[config.mk]
export PLATFORM = sky130hd
export DESIGN_NAME = tw_prog_port
export DESIGN_NICKNAME = d
export VERILOG_FILES = /design/src/rtl/tw_prog_pkg.sv /design/src/rtl/tw_sync.sv /design/src/rtl/tw_timing_mon.sv /design/src/rtl/tw_shift_dec.sv /design/src/rtl/tw_prog_port.sv
export SDC_FILE = /design/constraint.sdc
export NUM_CORES = 1
export LEC_CHECK = 0
export BUFFER_PORTS_ARGS = -buffer_cell sky130_fd_sc_hd__buf_2
export CAP_MARGIN = 25
export CORE_ASPECT_RATIO = 0.5
export CORE_MARGIN = 1.5
export CORE_UTILIZATION = 59
export CTS_BUF_LIST = sky130_fd_sc_hd__clkbuf_8
export DETAILED_ROUTE_END_ITERATION = 12
export PLACE_DENSITY = 0.9
export SYNTH_ARGS = -nofsm -noshare
export SYNTH_HDL_FRONTEND = slang
export SYNTH_SLANG_ARGS = --single-unit
[constraint.sdc]
create_clock -name clk -period 2.1 [get_ports clk]
set_clock_uncertainty 0.15 [all_clocks]
set_input_delay 0.63 -clock clk [delete_from_list [all_inputs] [get_ports clk]]
set_output_delay 0.63 -clock clk [all_outputs]
set_load 0.005 [all_outputs]
[src/rtl/tw_prog_pkg.sv]
package tw_prog_pkg;
  localparam int WORD_W = 24;

  typedef enum logic [1:0] {
    SEL_REF  = 2'b00,
    SEL_CNT  = 2'b01,
    SEL_FUNC = 2'b10,
    SEL_RSVD = 2'b11
  } latch_sel_e;

  localparam int LN_DATA = 0;
  localparam int LN_SCLK = 1;
  localparam int LN_LE   = 2;

  function automatic int ns_to_cyc(input int ns, input int per_ps);
    return (ns * 1000 + per_ps - 1) / per_ps;
  endfunction

  function automatic int imax(input int a, input int b);
    return (a > b) ? a : b;
  endfunction
endpackage

[src/rtl/tw_sync.sv]
module tw_sync #(
  parameter int N_LINES = 3,
  parameter int STAGES  = 2
) (
  input  logic               clk,
  input  logic               rst,
  input  logic [N_LINES-1:0] raw_i,
  output logic [N_LINES-1:0] lvl_o,
  output logic [N_LINES-1:0] rise_o,
  output logic [N_LINES-1:0] fall_o,
  output logic [N_LINES-1:0] chg_o
);
  for (genvar i = 0; i < N_LINES; i++) begin : g_line
    logic [STAGES:0] pipe_q;
    always_ff @(posedge clk) begin
      if (rst) pipe_q <= '0;
      else     pipe_q <= {pipe_q[STAGES-1:0], raw_i[i]};
    end
    assign lvl_o[i]  = pipe_q[STAGES-1];
    assign rise_o[i] = pipe_q[STAGES-1] & ~pipe_q[STAGES];
    assign fall_o[i] = ~pipe_q[STAGES-1] & pipe_q[STAGES];
    assign chg_o[i]  = pipe_q[STAGES-1] ^ pipe_q[STAGES];
  end
endmodule

[src/rtl/tw_timing_mon.sv]
module tw_timing_mon
  import tw_prog_pkg::*;
#(
  parameter int SETUP_CYC = 1,
  parameter int HOLD_CYC  = 1,
  parameter int HIGH_CYC  = 2,
  parameter int LOW_CYC   = 2,
  parameter int C2LE_CYC  = 1,
  parameter int LEPW_CYC  = 1
) (
  input  logic       clk,
  input  logic       rst,
  input  logic [2:0] rise_i,
  input  logic [2:0] fall_i,
  input  logic [2:0] chg_i,
  output logic       timing_err_o
);
  localparam int LIM_MAX = imax(imax(imax(SETUP_CYC, HOLD_CYC), imax(HIGH_CYC, LOW_CYC)),
                                imax(C2LE_CYC, LEPW_CYC));
  localparam int AGE_W = $clog2(LIM_MAX + 2) + 1;
  localparam logic [AGE_W-1:0] AGE_MAX  = '1;
  localparam logic [AGE_W-1:0] SETUP_L  = AGE_W'(SETUP_CYC);
  localparam logic [AGE_W-1:0] HOLD_L   = AGE_W'(HOLD_CYC);
  localparam logic [AGE_W-1:0] HIGH_L   = AGE_W'(HIGH_CYC);
  localparam logic [AGE_W-1:0] LOW_L    = AGE_W'(LOW_CYC);
  localparam logic [AGE_W-1:0] C2LE_L   = AGE_W'(C2LE_CYC);
  localparam logic [AGE_W-1:0] LEPW_L   = AGE_W'(LEPW_CYC);

  // cycles each synchronized line has held its level, saturating
  logic [AGE_W-1:0] age_q [3];
  for (genvar i = 0; i < 3; i++) begin : g_age
    always_ff @(posedge clk) begin
      if (rst)                   age_q[i] <= AGE_MAX;
      else if (chg_i[i])         age_q[i] <= AGE_W'(1);
      else if (age_q[i] != AGE_MAX) age_q[i] <= age_q[i] + 1'b1;
    end
  end

  logic [AGE_W-1:0] since_rise_q;
  always_ff @(posedge clk) begin
    if (rst)                          since_rise_q <= AGE_MAX;
    else if (rise_i[LN_SCLK])         since_rise_q <= AGE_W'(1);
    else if (since_rise_q != AGE_MAX) since_rise_q <= since_rise_q + 1'b1;
  end

  logic [AGE_W-1:0] data_stable, rise_gap;
  logic v_setup, v_hold, v_high, v_low, v_c2le, v_lepw;
  always_comb begin
    data_stable = chg_i[LN_DATA] ? '0 : age_q[LN_DATA];
    rise_gap    = rise_i[LN_SCLK] ? '0 : since_rise_q;
    v_setup = rise_i[LN_SCLK] && (data_stable < SETUP_L);
    v_hold  = chg_i[LN_DATA] && !rise_i[LN_SCLK] && (since_rise_q < HOLD_L);
    v_high  = fall_i[LN_SCLK] && (age_q[LN_SCLK] < HIGH_L);
    v_low   = rise_i[LN_SCLK] && (age_q[LN_SCLK] < LOW_L);
    v_c2le  = rise_i[LN_LE] && (rise_gap < C2LE_L);
    v_lepw  = fall_i[LN_LE] && (age_q[LN_LE] < LEPW_L);
  end

  logic err_q;
  always_ff @(posedge clk) begin
    if (rst) err_q <= 1'b0;
    else     err_q <= err_q | v_setup | v_hold | v_high | v_low | v_c2le | v_lepw;
  end
  assign timing_err_o = err_q;

  // once raised the flag holds until reset
  a_r8_timing_sticky: assert property (@(posedge clk) disable iff (rst)
    err_q |=> err_q);
endmodule

[src/rtl/tw_shift_dec.sv]
module tw_shift_dec
  import tw_prog_pkg::*;
#(
  parameter int REF_W  = 14,
  parameter int SWL_W  = 6,
  parameter int MAIN_W = 13
) (
  input  logic                clk,
  input  logic                rst,
  input  logic                bit_stb_i,
  input  logic                bit_i,
  input  logic                commit_i,
  output logic [REF_W-1:0]    ref_div_o,
  output logic [SWL_W-1:0]    swallow_o,
  output logic [MAIN_W-1:0]   main_cnt_o,
  output logic [WORD_W-3:0]   func_o,
  output logic                frame_err_o
);
  localparam int CNT_W = $clog2(WORD_W + 2);
  localparam logic [CNT_W-1:0] CNT_MAX  = '1;
  localparam logic [CNT_W-1:0] CNT_FULL = CNT_W'(WORD_W);

  logic [WORD_W-1:0] shreg_q;
  logic [CNT_W-1:0]  cnt_q;

  always_ff @(posedge clk) begin
    if (rst) begin
      shreg_q <= '0;
      cnt_q   <= '0;
    end else begin
      if (bit_stb_i) shreg_q <= {shreg_q[WORD_W-2:0], bit_i};
      if (commit_i)                          cnt_q <= '0;
      else if (bit_stb_i && cnt_q != CNT_MAX) cnt_q <= cnt_q + 1'b1;
    end
  end

  latch_sel_e       sel;
  logic [REF_W-1:0] ref_fld;
  logic             len_ok, ref_zero, take;
  always_comb begin
    sel      = latch_sel_e'(shreg_q[1:0]);
    ref_fld  = shreg_q[REF_W+1:2];
    len_ok   = (cnt_q == CNT_FULL);
    ref_zero = (sel == SEL_REF) && (ref_fld == '0);
    take     = commit_i && len_ok && !ref_zero;
  end

  always_ff @(posedge clk) begin
    if (rst) begin
      ref_div_o   <= REF_W'(1);
      swallow_o   <= '0;
      main_cnt_o  <= '0;
      func_o      <= '0;
      frame_err_o <= 1'b0;
    end else begin
      if (commit_i && (!len_ok || ref_zero)) frame_err_o <= 1'b1;
      if (take) begin
        case (sel)
          SEL_REF:  ref_div_o <= ref_fld;
          SEL_CNT: begin
            swallow_o  <= shreg_q[SWL_W+1:2];
            main_cnt_o <= shreg_q[MAIN_W+SWL_W+1:SWL_W+2];
          end
          SEL_FUNC: func_o <= shreg_q[WORD_W-1:2];
          default:  ;
        endcase
      end
    end
  end

  // a wrong-length frame leaves every destination untouched
  a_r7_short_long_discard: assert property (@(posedge clk) disable iff (rst)
    (commit_i && !len_ok) |=> ($stable(ref_div_o) && $stable(swallow_o) &&
                               $stable(main_cnt_o) && $stable(func_o) && frame_err_o));
  // reserved select commits nothing
  a_r6_reserved_ignored: assert property (@(posedge clk) disable iff (rst)
    (commit_i && sel == SEL_RSVD) |=> ($stable(ref_div_o) && $stable(swallow_o) &&
                                       $stable(main_cnt_o) && $stable(func_o)));
  // zero divider rejected, nonzero divider taken
  a_r3_zero_divider: assert property (@(posedge clk) disable iff (rst)
    (commit_i && len_ok && ref_zero) |=> ($stable(ref_div_o) && frame_err_o));
  a_r3_divider_load: assert property (@(posedge clk) disable iff (rst)
    (take && sel == SEL_REF) |=> (ref_div_o == $past(ref_fld)));
  // framing flag is sticky
  a_r7_frame_sticky: assert property (@(posedge clk) disable iff (rst)
    frame_err_o |=> frame_err_o);
endmodule

[src/rtl/tw_prog_port.sv]
module tw_prog_port
  import tw_prog_pkg::*;
#(
  parameter int CLK_PERIOD_PS = 20000,
  parameter int SYNC_STAGES   = 2,
  parameter int SETUP_NS      = 10,
  parameter int HOLD_NS       = 10,
  parameter int HIGH_NS       = 25,
  parameter int LOW_NS        = 25,
  parameter int C2LE_NS       = 10,
  parameter int LEPW_NS       = 20,
  parameter int REF_W         = 14,
  parameter int SWL_W         = 6,
  parameter int MAIN_W        = 13
) (
  input  logic              clk,
  input  logic              rst,
  input  logic              ser_clk_i,
  input  logic              ser_data_i,
  input  logic              ser_le_i,
  output logic [REF_W-1:0]  ref_div_o,
  output logic [SWL_W-1:0]  swallow_o,
  output logic [MAIN_W-1:0] main_cnt_o,
  output logic [WORD_W-3:0] func_o,
  output logic              timing_err_o,
  output logic              frame_err_o
);
  logic [2:0] raw, lvl, rise, fall, chg;
  always_comb begin
    raw          = '0;
    raw[LN_DATA] = ser_data_i;
    raw[LN_SCLK] = ser_clk_i;
    raw[LN_LE]   = ser_le_i;
  end

  tw_sync #(.N_LINES(3), .STAGES(SYNC_STAGES)) sync_i (
    .clk(clk), .rst(rst), .raw_i(raw),
    .lvl_o(lvl), .rise_o(rise), .fall_o(fall), .chg_o(chg)
  );

  tw_timing_mon #(
    .SETUP_CYC(ns_to_cyc(SETUP_NS, CLK_PERIOD_PS)),
    .HOLD_CYC (ns_to_cyc(HOLD_NS,  CLK_PERIOD_PS)),
    .HIGH_CYC (ns_to_cyc(HIGH_NS,  CLK_PERIOD_PS)),
    .LOW_CYC  (ns_to_cyc(LOW_NS,   CLK_PERIOD_PS)),
    .C2LE_CYC (ns_to_cyc(C2LE_NS,  CLK_PERIOD_PS)),
    .LEPW_CYC (ns_to_cyc(LEPW_NS,  CLK_PERIOD_PS))
  ) mon_i (
    .clk(clk), .rst(rst), .rise_i(rise), .fall_i(fall), .chg_i(chg),
    .timing_err_o(timing_err_o)
  );

  tw_shift_dec #(.REF_W(REF_W), .SWL_W(SWL_W), .MAIN_W(MAIN_W)) dec_i (
    .clk(clk), .rst(rst),
    .bit_stb_i(rise[LN_SCLK]), .bit_i(lvl[LN_DATA]), .commit_i(rise[LN_LE]),
    .ref_div_o(ref_div_o), .swallow_o(swallow_o), .main_cnt_o(main_cnt_o),
    .func_o(func_o), .frame_err_o(frame_err_o)
  );
endmodule

Yosys cells after proc, flatten, opt, wreduce, memory -nomap -nowiden
Memory sizes are Yosys's and may differ from the RTL's.
Index checks and enable logic that the tools add are counted.
{ "op_classes": {"add_sub_neg": 5, "n_lt_le_gt_ge": 5, "eq_ne": 8, "n_mux": 33, "bitwise": 23, "reduce_logical": 24} }
{ "ops": {"columns": ["cell", "n"], "rows": [
  ["$mux W3", 10],
  ["$mux W1", 23],
  ["$logic_not A14 Y1", 1],
  ["$add A3 B1 Y3 const B", 4],
  ["$logic_and A1 B1 Y1", 12],
  ["$lt A3 B1 Y1 const B", 4],
  ["$ne A3 B3 Y1 const B", 4],
  ["$or A1 B1 Y1", 12],
  ["$reduce_and A2 Y1", 3],
  ["$add A5 B1 Y5 const B", 1],
  ["$eq A5 B5 Y1 const B", 1],
  ["$ne A5 B5 Y1 const B", 1],
  ["$and A1 B1 Y1", 4],
  ["$not A1 Y1", 4],
  ["$reduce_or A2 Y1", 2],
  ["$logic_not A1 Y1", 3],
  ["$lt A3 B2 Y1 const B", 1],
  ["$xor A1 B1 Y1", 3],
  ["$eq A2 B1 Y1 const B", 1],
  ["$eq A2 B2 Y1 const B", 1],
  ["$logic_not A2 Y1", 1],
  ["$reduce_bool A2 Y1", 1],
  ["$logic_or A1 B1 Y1", 1]
]} }
{ "word_totals": {"reg_bits": 98, "ram_bits": 9, "input_bits": 5, "out_inout_bits": 57, "wordCells": 112, "n_memories": 1} }
{ "mem_list": {"columns": ["memory", "depth", "width", "read_ports", "rd_ports_with_merged_regs", "write_ports", "line", "rtl"], "rows": [
  ["mon_i.age_q", 3, 3, 3, 0, 3, "tw_timing_mon.sv:30", "logic [AGE_W-1:0] age_q [3];"]
]} }

Logic depth before layout (Yosys ltp)
Gate-level depths: netlist (run 1).
{ "logic_depth": {"word_depth": 10, "ltp_mapped": 8, "ltp_nobuf": 7} }

Hierarchy
Synthesis (run 1) repeated with hierarchy kept, for this count alone.
{ "unflattened": {"cells_unflattened": 431, "hier_area_um2": 4300.4} }
{ "by_module_without_submodules": {"columns": ["module", "n_inst", "cells_each", "area_per_inst_um2", "seq_area_each_um2"], "rows": [
  ["tw_shift_dec", 1, 338, 3255.6, 1701.6],
  ["tw_timing_mon", 1, 57, 676.9, 350.3],
  ["tw_sync", 1, 36, 367.9, 180.2]
]} }

Least setup slack after synthesis (run 1)
Ideal clock, no wire load.
{ "synth_timing": {"kind": "flip-flop to flip-flop", "startpoint": "register dec_i.cnt_q[0]", "endpoint": "register dec_i.main_cnt_o[0]", "setup_time_ns": 0.128, "arrival_time_ns": 1.565, "required_time_ns": 1.822, "setup_slack_ns": 0.258, "stages_incl_launch_ff": 9, "n_path_buf": 2, "synth_period_minus_slack_ns": 1.842, "cell_sequence": "dfxtp_1 inv_1 ha_1 and4b_2 nand4b_1 buf_4 buf_4 mux2i_1 nor2_1"} }
{ "synth_between": {"elab_chain_cells": 4} }
{ "synth_lines": {"columns": ["element", "line", "rtl"], "rows": [
  ["start, declared", "tw_shift_dec.sv:24", "logic [CNT_W-1:0] cnt_q;"],
  ["start signal, assigned", "tw_shift_dec.sv:33", "else if (bit_stb_i && cnt_q != CNT_MAX) cnt_q <= cnt_q + 1'b1;"],
  ["$eq A5 B5 Y1", "tw_shift_dec.sv:43", "len_ok = (cnt_q == CNT_FULL);"],
  ["$logic_and A1 B1 Y1 (2 in series)", "tw_shift_dec.sv:45", "take = commit_i && len_ok && !ref_zero;"],
  ["$reduce_and A2 Y1 (no line)", null, null],
  ["end signal, assigned", "tw_shift_dec.sv:62", "main_cnt_o <= shreg_q[MAIN_W+SWL_W+1:SWL_W+2];"],
  ["end, declared", "tw_shift_dec.sv:15", "output logic [MAIN_W-1:0] main_cnt_o,"]
]} }
No other way between the ends.
A chain may end at the register's enable or synchronous reset.

Worst setup path in the final report (run 1)
{ "layout_timing": {"startpoint": "register dec_i.cnt_q[0]", "endpoint": "register dec_i.func_o[8]"} }
{ "layout_between": {"elab_chain_cells": 4} }
{ "layout_lines": {"columns": ["element", "line", "rtl"], "rows": [
  ["$eq A5 B5 Y1", "tw_shift_dec.sv:43", null],
  ["$logic_and A1 B1 Y1 (2 in series)", "tw_shift_dec.sv:45", null],
  ["$reduce_and A2 Y1 (no line)", null, null],
  ["end signal, assigned", "tw_shift_dec.sv:64", "SEL_FUNC: func_o <= shreg_q[WORD_W-1:2];"],
  ["end, declared", "tw_shift_dec.sv:16", "output logic [WORD_W-3:0] func_o,"]
]} }
No other way between the ends.

==> out/summary.txt, run 1 <==
status: completed
gr ovfl total: 0
Critical Path RT: 2.22 ns
worst slew pin tran: 0.4105 ns
Sink Count: 107
DR pass1 iterations: 4
Worst-path clk slew: 0.10 ns
largest net degree at the start of global routing: 40
remaining antenna violation count: 0
Final Cycle Share: 90.03%
GPL Wtd Cong: 0.7600
Inserted Diodes: 0
CORE AREA: 6805 um2
Synth Warn #: 0
Clk Latency, worst-skew pair: 0.37 ns
Setup CP Type: reg -> reg
Area growth, synth to finish: 15.46%
routed wire length: 7904 um
crit path max-delay cell type: dfxtp_1
worst hold path class: reg -> reg
Final Util: 71.81%
Bufs and invs on worst path: 2
Worst EP arrival: 2.01 ns
critical path launch point type: flip-flop
Final Non-Filler Cells: 554
crit path time final: 1.891 ns
worst vdd ir: 0.0004737 V
Max clock buf depth: 2
sequential area share after synthesis: 52.73%
Setup Fix Bufs, Post-CTS: 0
syn_nets: 417
first-pass GRT wire length: 13,720 um
vias in the first global route: 2,911
TNS Setup: 0 ns
Slew Viols, Final: 0
Setup violations, final: 0
nets: 477
CP max stage delay: 0.41 ns
Row Count: 21
Die X: 122.8 um
delay-heaviest family, CP: simple AND/OR/NAND/NOR gates
Die Footprint: 7723 um2
Starting Density: 62.20%
total track usage: 22.94%
# Max-Cap Violations: 0
vias per inst: 5.310
Root Buffer: clkbuf_8
fraction of layout cells with a size suffix above 1: 19.91%
post-detail-place hpwl: 5351 um
# H-tree levels: 3
Post-route DRC: 0
Worst setup EP type: flip-flop
slew margin rel.: 72.63%
Max Fanout on Critical Path: 22
synthesized area per cell: 10.66 um2
Pwr Density: 816.6 nW/um2
placed cell count: 538
PortBufs: 61
I/O Pins: 62
Cell variety after synth: 33
RSZ-0062 raised after global routing: no
tightest hold margin: 0.2909 ns
Starting DRT DRC Count: 180
Die Ht: 62.90 um
Leakage: 2.297 nW
Hold Vio Cnt, Final: 0
via count: 2,942
post-synthesis register bit count: 107
post-DR wirelength/cell: 14.27 um
critical path, cell by cell: inv_1 > ha_1 > and4b_2 > nand4b_1 > buf_12 > mux2i_1 > nor2_1
initial antenna violation count: 0
post-synthesis cell area: 4233 um2
total power: 0.003991 W
CTS Buf Count: 9
CTS tree: done
Post-Syn Instances: 397
Max Freq: 0.5289 GHz
## power by group
| part | switching (W) | internal, W |
|---|---|---|
| logic | 0.000243 | 0.000228 |
| clock network | 0.000670 | 0.000586 |
| registers | 0.0000724 | 0.00219 |
| total | 0.000986 | 0.00301 |
## sequential cells by signal, indices dropped and copies added, names as in the netlist
register and cells:
dec_i.shreg_q 24, dec_i.swallow_o 6, mon_i.since_rise_q 3, mon_i.age_q 9, sync_i.g_line.pipe_q 9, dec_i.frame_err_o 1
mon_i.timing_err_o 1, dec_i.main_cnt_o 13, dec_i.ref_div_o 14, dec_i.func_o 22, dec_i.cnt_q 5
## synth_stat cells (all sizes together)
cell,number,share of area [%]
nand4,2,0.30
a21oi,1,0.12
o21bai,4,0.71
mux2i,82,19
dfxtp,98,46
or3,1,0.15
o311a,1,0.24
nand3b,3,0.53
a31oi,1,0.15
inv,7,0.62
nand2,5,0.50
clkbuf,15,1.3
edfxtp,9,6.4
xor2,3,0.62
nand2b,30,4.4
xnor2,2,0.41
nor4b,2,0.77
and4b,1,0.27
a211oi,1,0.18
nor4,3,0.44
and3,1,0.15
o22ai,1,0.15
o21ai,5,0.59
ha,15,4.4
nor3,8,0.95
nor2b,10,1.5
nand4b,2,0.41
nor2,76,6.7
buf,8,1.2
## final timing paths
| path | from | depth (start not counted) | to | slack, ns |
|---|---|---|---|---|
| setup / recovery | dec_i.cnt_q[0] | 7 | dec_i.func_o[8] | 0.21 |
| hold reg to reg | sync_i.g_line[0].pipe_q[0] | 1 | sync_i.g_line[0].pipe_q[1] | 0.29 |
| setup reg to reg | dec_i.cnt_q[0] | 7 | dec_i.func_o[8] | 0.21 |
| hold / removal | sync_i.g_line[0].pipe_q[0] | 1 | sync_i.g_line[0].pipe_q[1] | 0.29 |
## cell type report
type | count | area, um2
clock buffers | 10 | 137.6
clock inverters | 6 | 63.81
fillers | 503 | 1918
inverters | 7 | 26.28
multi-input cells | 260 | 1872
flip-flops and latches | 107 | 2232
well taps | 92 | 115.1
repair buffers | 72 | 440.4
## placed cells by master, fill, tap and decap left out, drive strengths merged, types with 2 or more instances in the layout
master,netlist,final
buf,8,72
clkbuf,15,10
dfxtp,98,98
edfxtp,9,9
ha,15,15
inv,7,10
mux2i,82,82
nand2,5,5
nand2b,30,30
nand3b,3,3
nand4,2,2
nand4b,2,2
nor2,76,76
nor2b,10,10
nor3,8,8
nor4,3,3
nor4b,2,2
o21ai,5,5
o21bai,4,4
xnor2,2,2
xor2,3,3
## through the flow
step	setup slack (ns)	area, um2
after floorplan	0.2579	4233
after global placement	0.2298	4683
after detailed placement	0.1654	4683
after CTS	0.1418	4885
after global routing	0.09326	4887
final	0.2094	4887
## kinds of logic (layout without fill, tap and decap cells)
| group | after synthesis | after routing | synth area share, % |
|---|---|---|---|
| AOI/OAI and AO/OA | 14 | 14 | 2.128 |
| xor gates and xnor gates | 5 | 5 | 1.035 |
| adders and majority gates | 15 | 15 | 4.434 |
| buffers and inverters | 30 | 95 | 3.163 |
| DFF | 107 | 107 | 52.73 |
| muxes | 82 | 82 | 19.39 |
| and+or+nand+nor | 144 | 144 | 17.12 |
## metal layers
layer	up-vias	track usage, %	wire length [um]
met5	-	0	0
met4	0	5.523	70
met3	6	8.485	349
met2	47	38.75	3842
met1	1429	27.76	3642
li1	1460	-	-
## timing repair
action                                 4_1_cts  5_1_grt
hold buffers                                 0        0
endpoints found under the hold margin        0        0
gates resized for setup                      0        1
setup endpoints to repair                    0        1
Power figures use the tool's default switching activity.
==> run 2: changes to the inputs <==
CELL_PAD_IN_SITES_DETAIL_PLACEMENT = 0   (was not set)
CELL_PAD_IN_SITES_GLOBAL_PLACEMENT = 1   (was not set)
CORE_UTILIZATION = 46   (was 59)
PLACE_DENSITY = 0.89   (was 0.9)
TNS_END_PERCENT = 1   (was not set)
==> run 2 against run 1 <==
Routed wire length down 1.7%. Die area up 27%. Sequential cell count did not move. Worst hold slack improved by 0.010 ns. Sequential share of layout area decreased by 0.70 points. Combinational power is essentially flat. Critical endpoint is now dec_i.func_o[7]. Largest power group unchanged. Worst setup slack better by 0.045 ns. Final area is 1.6% higher. Non-clock buffer count stayed put. Power is 5.5% higher. Critical path type unchanged.
==> out/summary.txt, run 2 (same netlist as run 1, synthesis figures left out) <==
status: completed (unchanged)
Post-route DRC: 0 (unchanged)
largest net degree at the start of global routing: 61 (was 40)
I/O Pins: 62 (unchanged)
GPL Wtd Cong: 0.7324 (was 0.7600)
Root Buffer: clkbuf_8 (unchanged)
Starting DRT DRC Count: 101 (was 180)
slew margin rel.: 79.84% (was 72.63%)
Max clock buf depth: 2 (unchanged)
hold path endpoint: sync_i.g_line[1].pipe_q[1] (was sync_i.g_line[0].pipe_q[1])
biggest regs: dec_i.shreg_q: 24 flops, dec_i.func_o: 22 flops, dec_i.ref_div_o: 14 flops (unchanged)
Final Cycle Share: 87.89% (was 90.03%)
post-DR wirelength/cell: 13.42 um (was 14.27 um)
Die X: 138.7 um (was 122.8 um)
Hold Vio Cnt, Final: 0 (unchanged)
Hold Path Depth: 1 (unchanged)
Setup violations, final: 0 (unchanged)
Row Count: 24 (was 21)
worst slew pin tran: 0.3024 ns (was 0.4105 ns)
Die Footprint: 9821 um2 (was 7723 um2)
Max Fanout on Critical Path: 22 (unchanged)
Worst-path clk slew: 0.10 ns (about the same)
number of flip-flops under the largest register name: 24 (unchanged)
tightest hold margin: 0.3013 ns (was 0.2909 ns)
worst vdd ir: 0.0003967 V (was 0.0004737 V)
Setup Fix Bufs, Post-CTS: 0 (unchanged)
PortBufs: 61 (unchanged)
# hold bufs at CTS: 0 (unchanged)
CTS tree: done (unchanged)
Worst EP arrival: 1.96 ns (was 2.01 ns)
CTS resizes: 0 (unchanged)
RSZ-0062 raised after global routing: no (unchanged)
DP Area: 4725 um2 (was 4683 um2)
CORE AREA: 8828 um2 (was 6805 um2)
# H-tree levels: 3 (unchanged)
vias per inst: 4.839 (was 5.310)
CP max stage delay: 0.40 ns (was 0.41 ns)
CTS Buf Count: 9 (unchanged)
Biggest register: dec_i.shreg_q (unchanged)
Starting Density: 47.95% (was 62.20%)
via count: 2,802 (was 2,942)
# Max-Cap Violations: 0 (unchanged)
crit path time final: 1.846 ns (was 1.891 ns)
remaining antenna violation count: 0 (unchanged)
critical path launch point type: flip-flop (unchanged)
first-pass GRT wire length: 12,610 um (was 13,720 um)
FF-to-FF End: dec_i.func_o[7] (was dec_i.func_o[8])
worst hold path class: reg -> reg (unchanged)
Pwr Density: 848.4 nW/um2 (was 816.6 nW/um2)
Sink Count: 107 (unchanged)
Clk Latency, worst-skew pair: 0.36 ns (was 0.37 ns)
commonest non-fill, non-tap cell in the layout: dfxtp_1 (unchanged)
nets: 477 (unchanged)
R2R cell count: 7 (unchanged)
reg2reg start: dec_i.cnt_q[0] (unchanged)
total track usage: 16.06% (was 22.94%)
Inserted Diodes: 0 (unchanged)
Area growth, synth to finish: 17.26% (was 15.46%)
commonest non-fill, non-tap cells in the layout: dfxtp_1, mux2i_1, nor2_1 (unchanged)
r2r setup slk: 0.25 ns (was 0.21 ns)
crit path max-delay cell type: dfxtp_1 (unchanged)
final instance area: 4964 um2 (was 4887 um2)
post-detail-place hpwl: 5157 um (was 5351 um)
Critical Path RT: 2.21 ns (was 2.22 ns)
Worst setup EP type: flip-flop (unchanged)
gr ovfl total: 0 (unchanged)
DR pass1 iterations: 4 (unchanged)
Leakage: 2.316 nW (was 2.297 nW)
routed wire length: 7771 um (was 7904 um)
critical path, cell by cell: inv_1 > ha_1 > and4b_2 > nand4b_1 > buf_12 > mux2i_1 > nor2_1 (unchanged)
hold path start: sync_i.g_line[1].pipe_q[0] (was sync_i.g_line[0].pipe_q[0])
initial antenna violation count: 0 (unchanged)
Slew Viols, Final: 0 (unchanged)
Max Freq: 0.5418 GHz (was 0.5289 GHz)
vias in the first global route: 2,635 (was 2,911)
Setup CP Type: reg -> reg (unchanged)
TNS Setup: 0 ns (unchanged)
Die Ht: 70.83 um (was 62.90 um)
fraction of layout cells with a size suffix above 1: 19.48% (was 19.91%)
run 2: changes by cell type in the layout (fill, tap and decap cells not counted), sizes merged:
cell	delta
inv	-1
clkbuf	-1
bufinv	+2
run 2: where the power goes:
| part | leakage [nW] | internal, W | switching (W) |
|---|---|---|---|
| sequential | 0.872 | 0.00219 | 0.0000723 |
| combinational | 1.32 | 0.000229 | 0.000244 |
| clock | 0.121 | 0.000790 | 0.000685 |
run 2: critical path: cells and delay by family (launching register included):
family | cells | cell delay [ns]
adder cells (fa/ha/maj) | 1 | 0.19
buffers and inverters | 2 | 0.28
flip-flops | 1 | 0.40
multiplexers | 1 | 0.22
AND/OR/NAND/NOR | 3 | 0.50
run 2: final cells by class:
class | count | area, um2
clock inverters | 7 | 115.1
repair buffers | 72 | 452.9
flip-flops and latches | 107 | 2232
multi-input cells | 260 | 1867
well taps | 117 | 146.4
fillers | 784 | 3865
inverters | 7 | 26.28
clock buffers | 9 | 123.9
run 2: metrics by stage:
stage	utilization, %	power, W	setup slack (ns)	std cells
after floorplan	-	0.002662	0.2579	397
after global placement	53.51	0.002751	0.3172	563
after detailed placement	53.51	0.002783	0.2862	563
after CTS	56.22	0.004255	0.2424	579
after global routing	56.22	0.004417	0.1689	579
final	56.22	0.004211	0.2543	579
run 2: metal layers:
layer	up-vias	global-route usage, %	wire (um)
met2	38	25.43	3467
met3	4	4.604	264
li1	1457	-	-
met1	1303	21.37	3974
met5	-	0	0
met4	0	5.556	65
run 2: how the worst max path moves through the flow:
| stage | startpoint | end | slack [ns] | cells after the start |
|---|---|---|---|---|
| after CTS | dec_i.cnt_q[0] | dec_i.func_o[7] | 0.24 | 7 |
| after floorplan | dec_i.cnt_q[0] | dec_i.main_cnt_o[0] | 0.26 | 8 |
| after global routing | dec_i.cnt_q[0] | dec_i.func_o[16] | 0.17 | 7 |
| after detailed placement | dec_i.cnt_q[0] | dec_i.func_o[5] | 0.29 | 7 |
| final | dec_i.cnt_q[0] | dec_i.func_o[7] | 0.25 | 7 |
| after global placement | dec_i.cnt_q[0] | dec_i.func_o[19] | 0.32 | 7 |
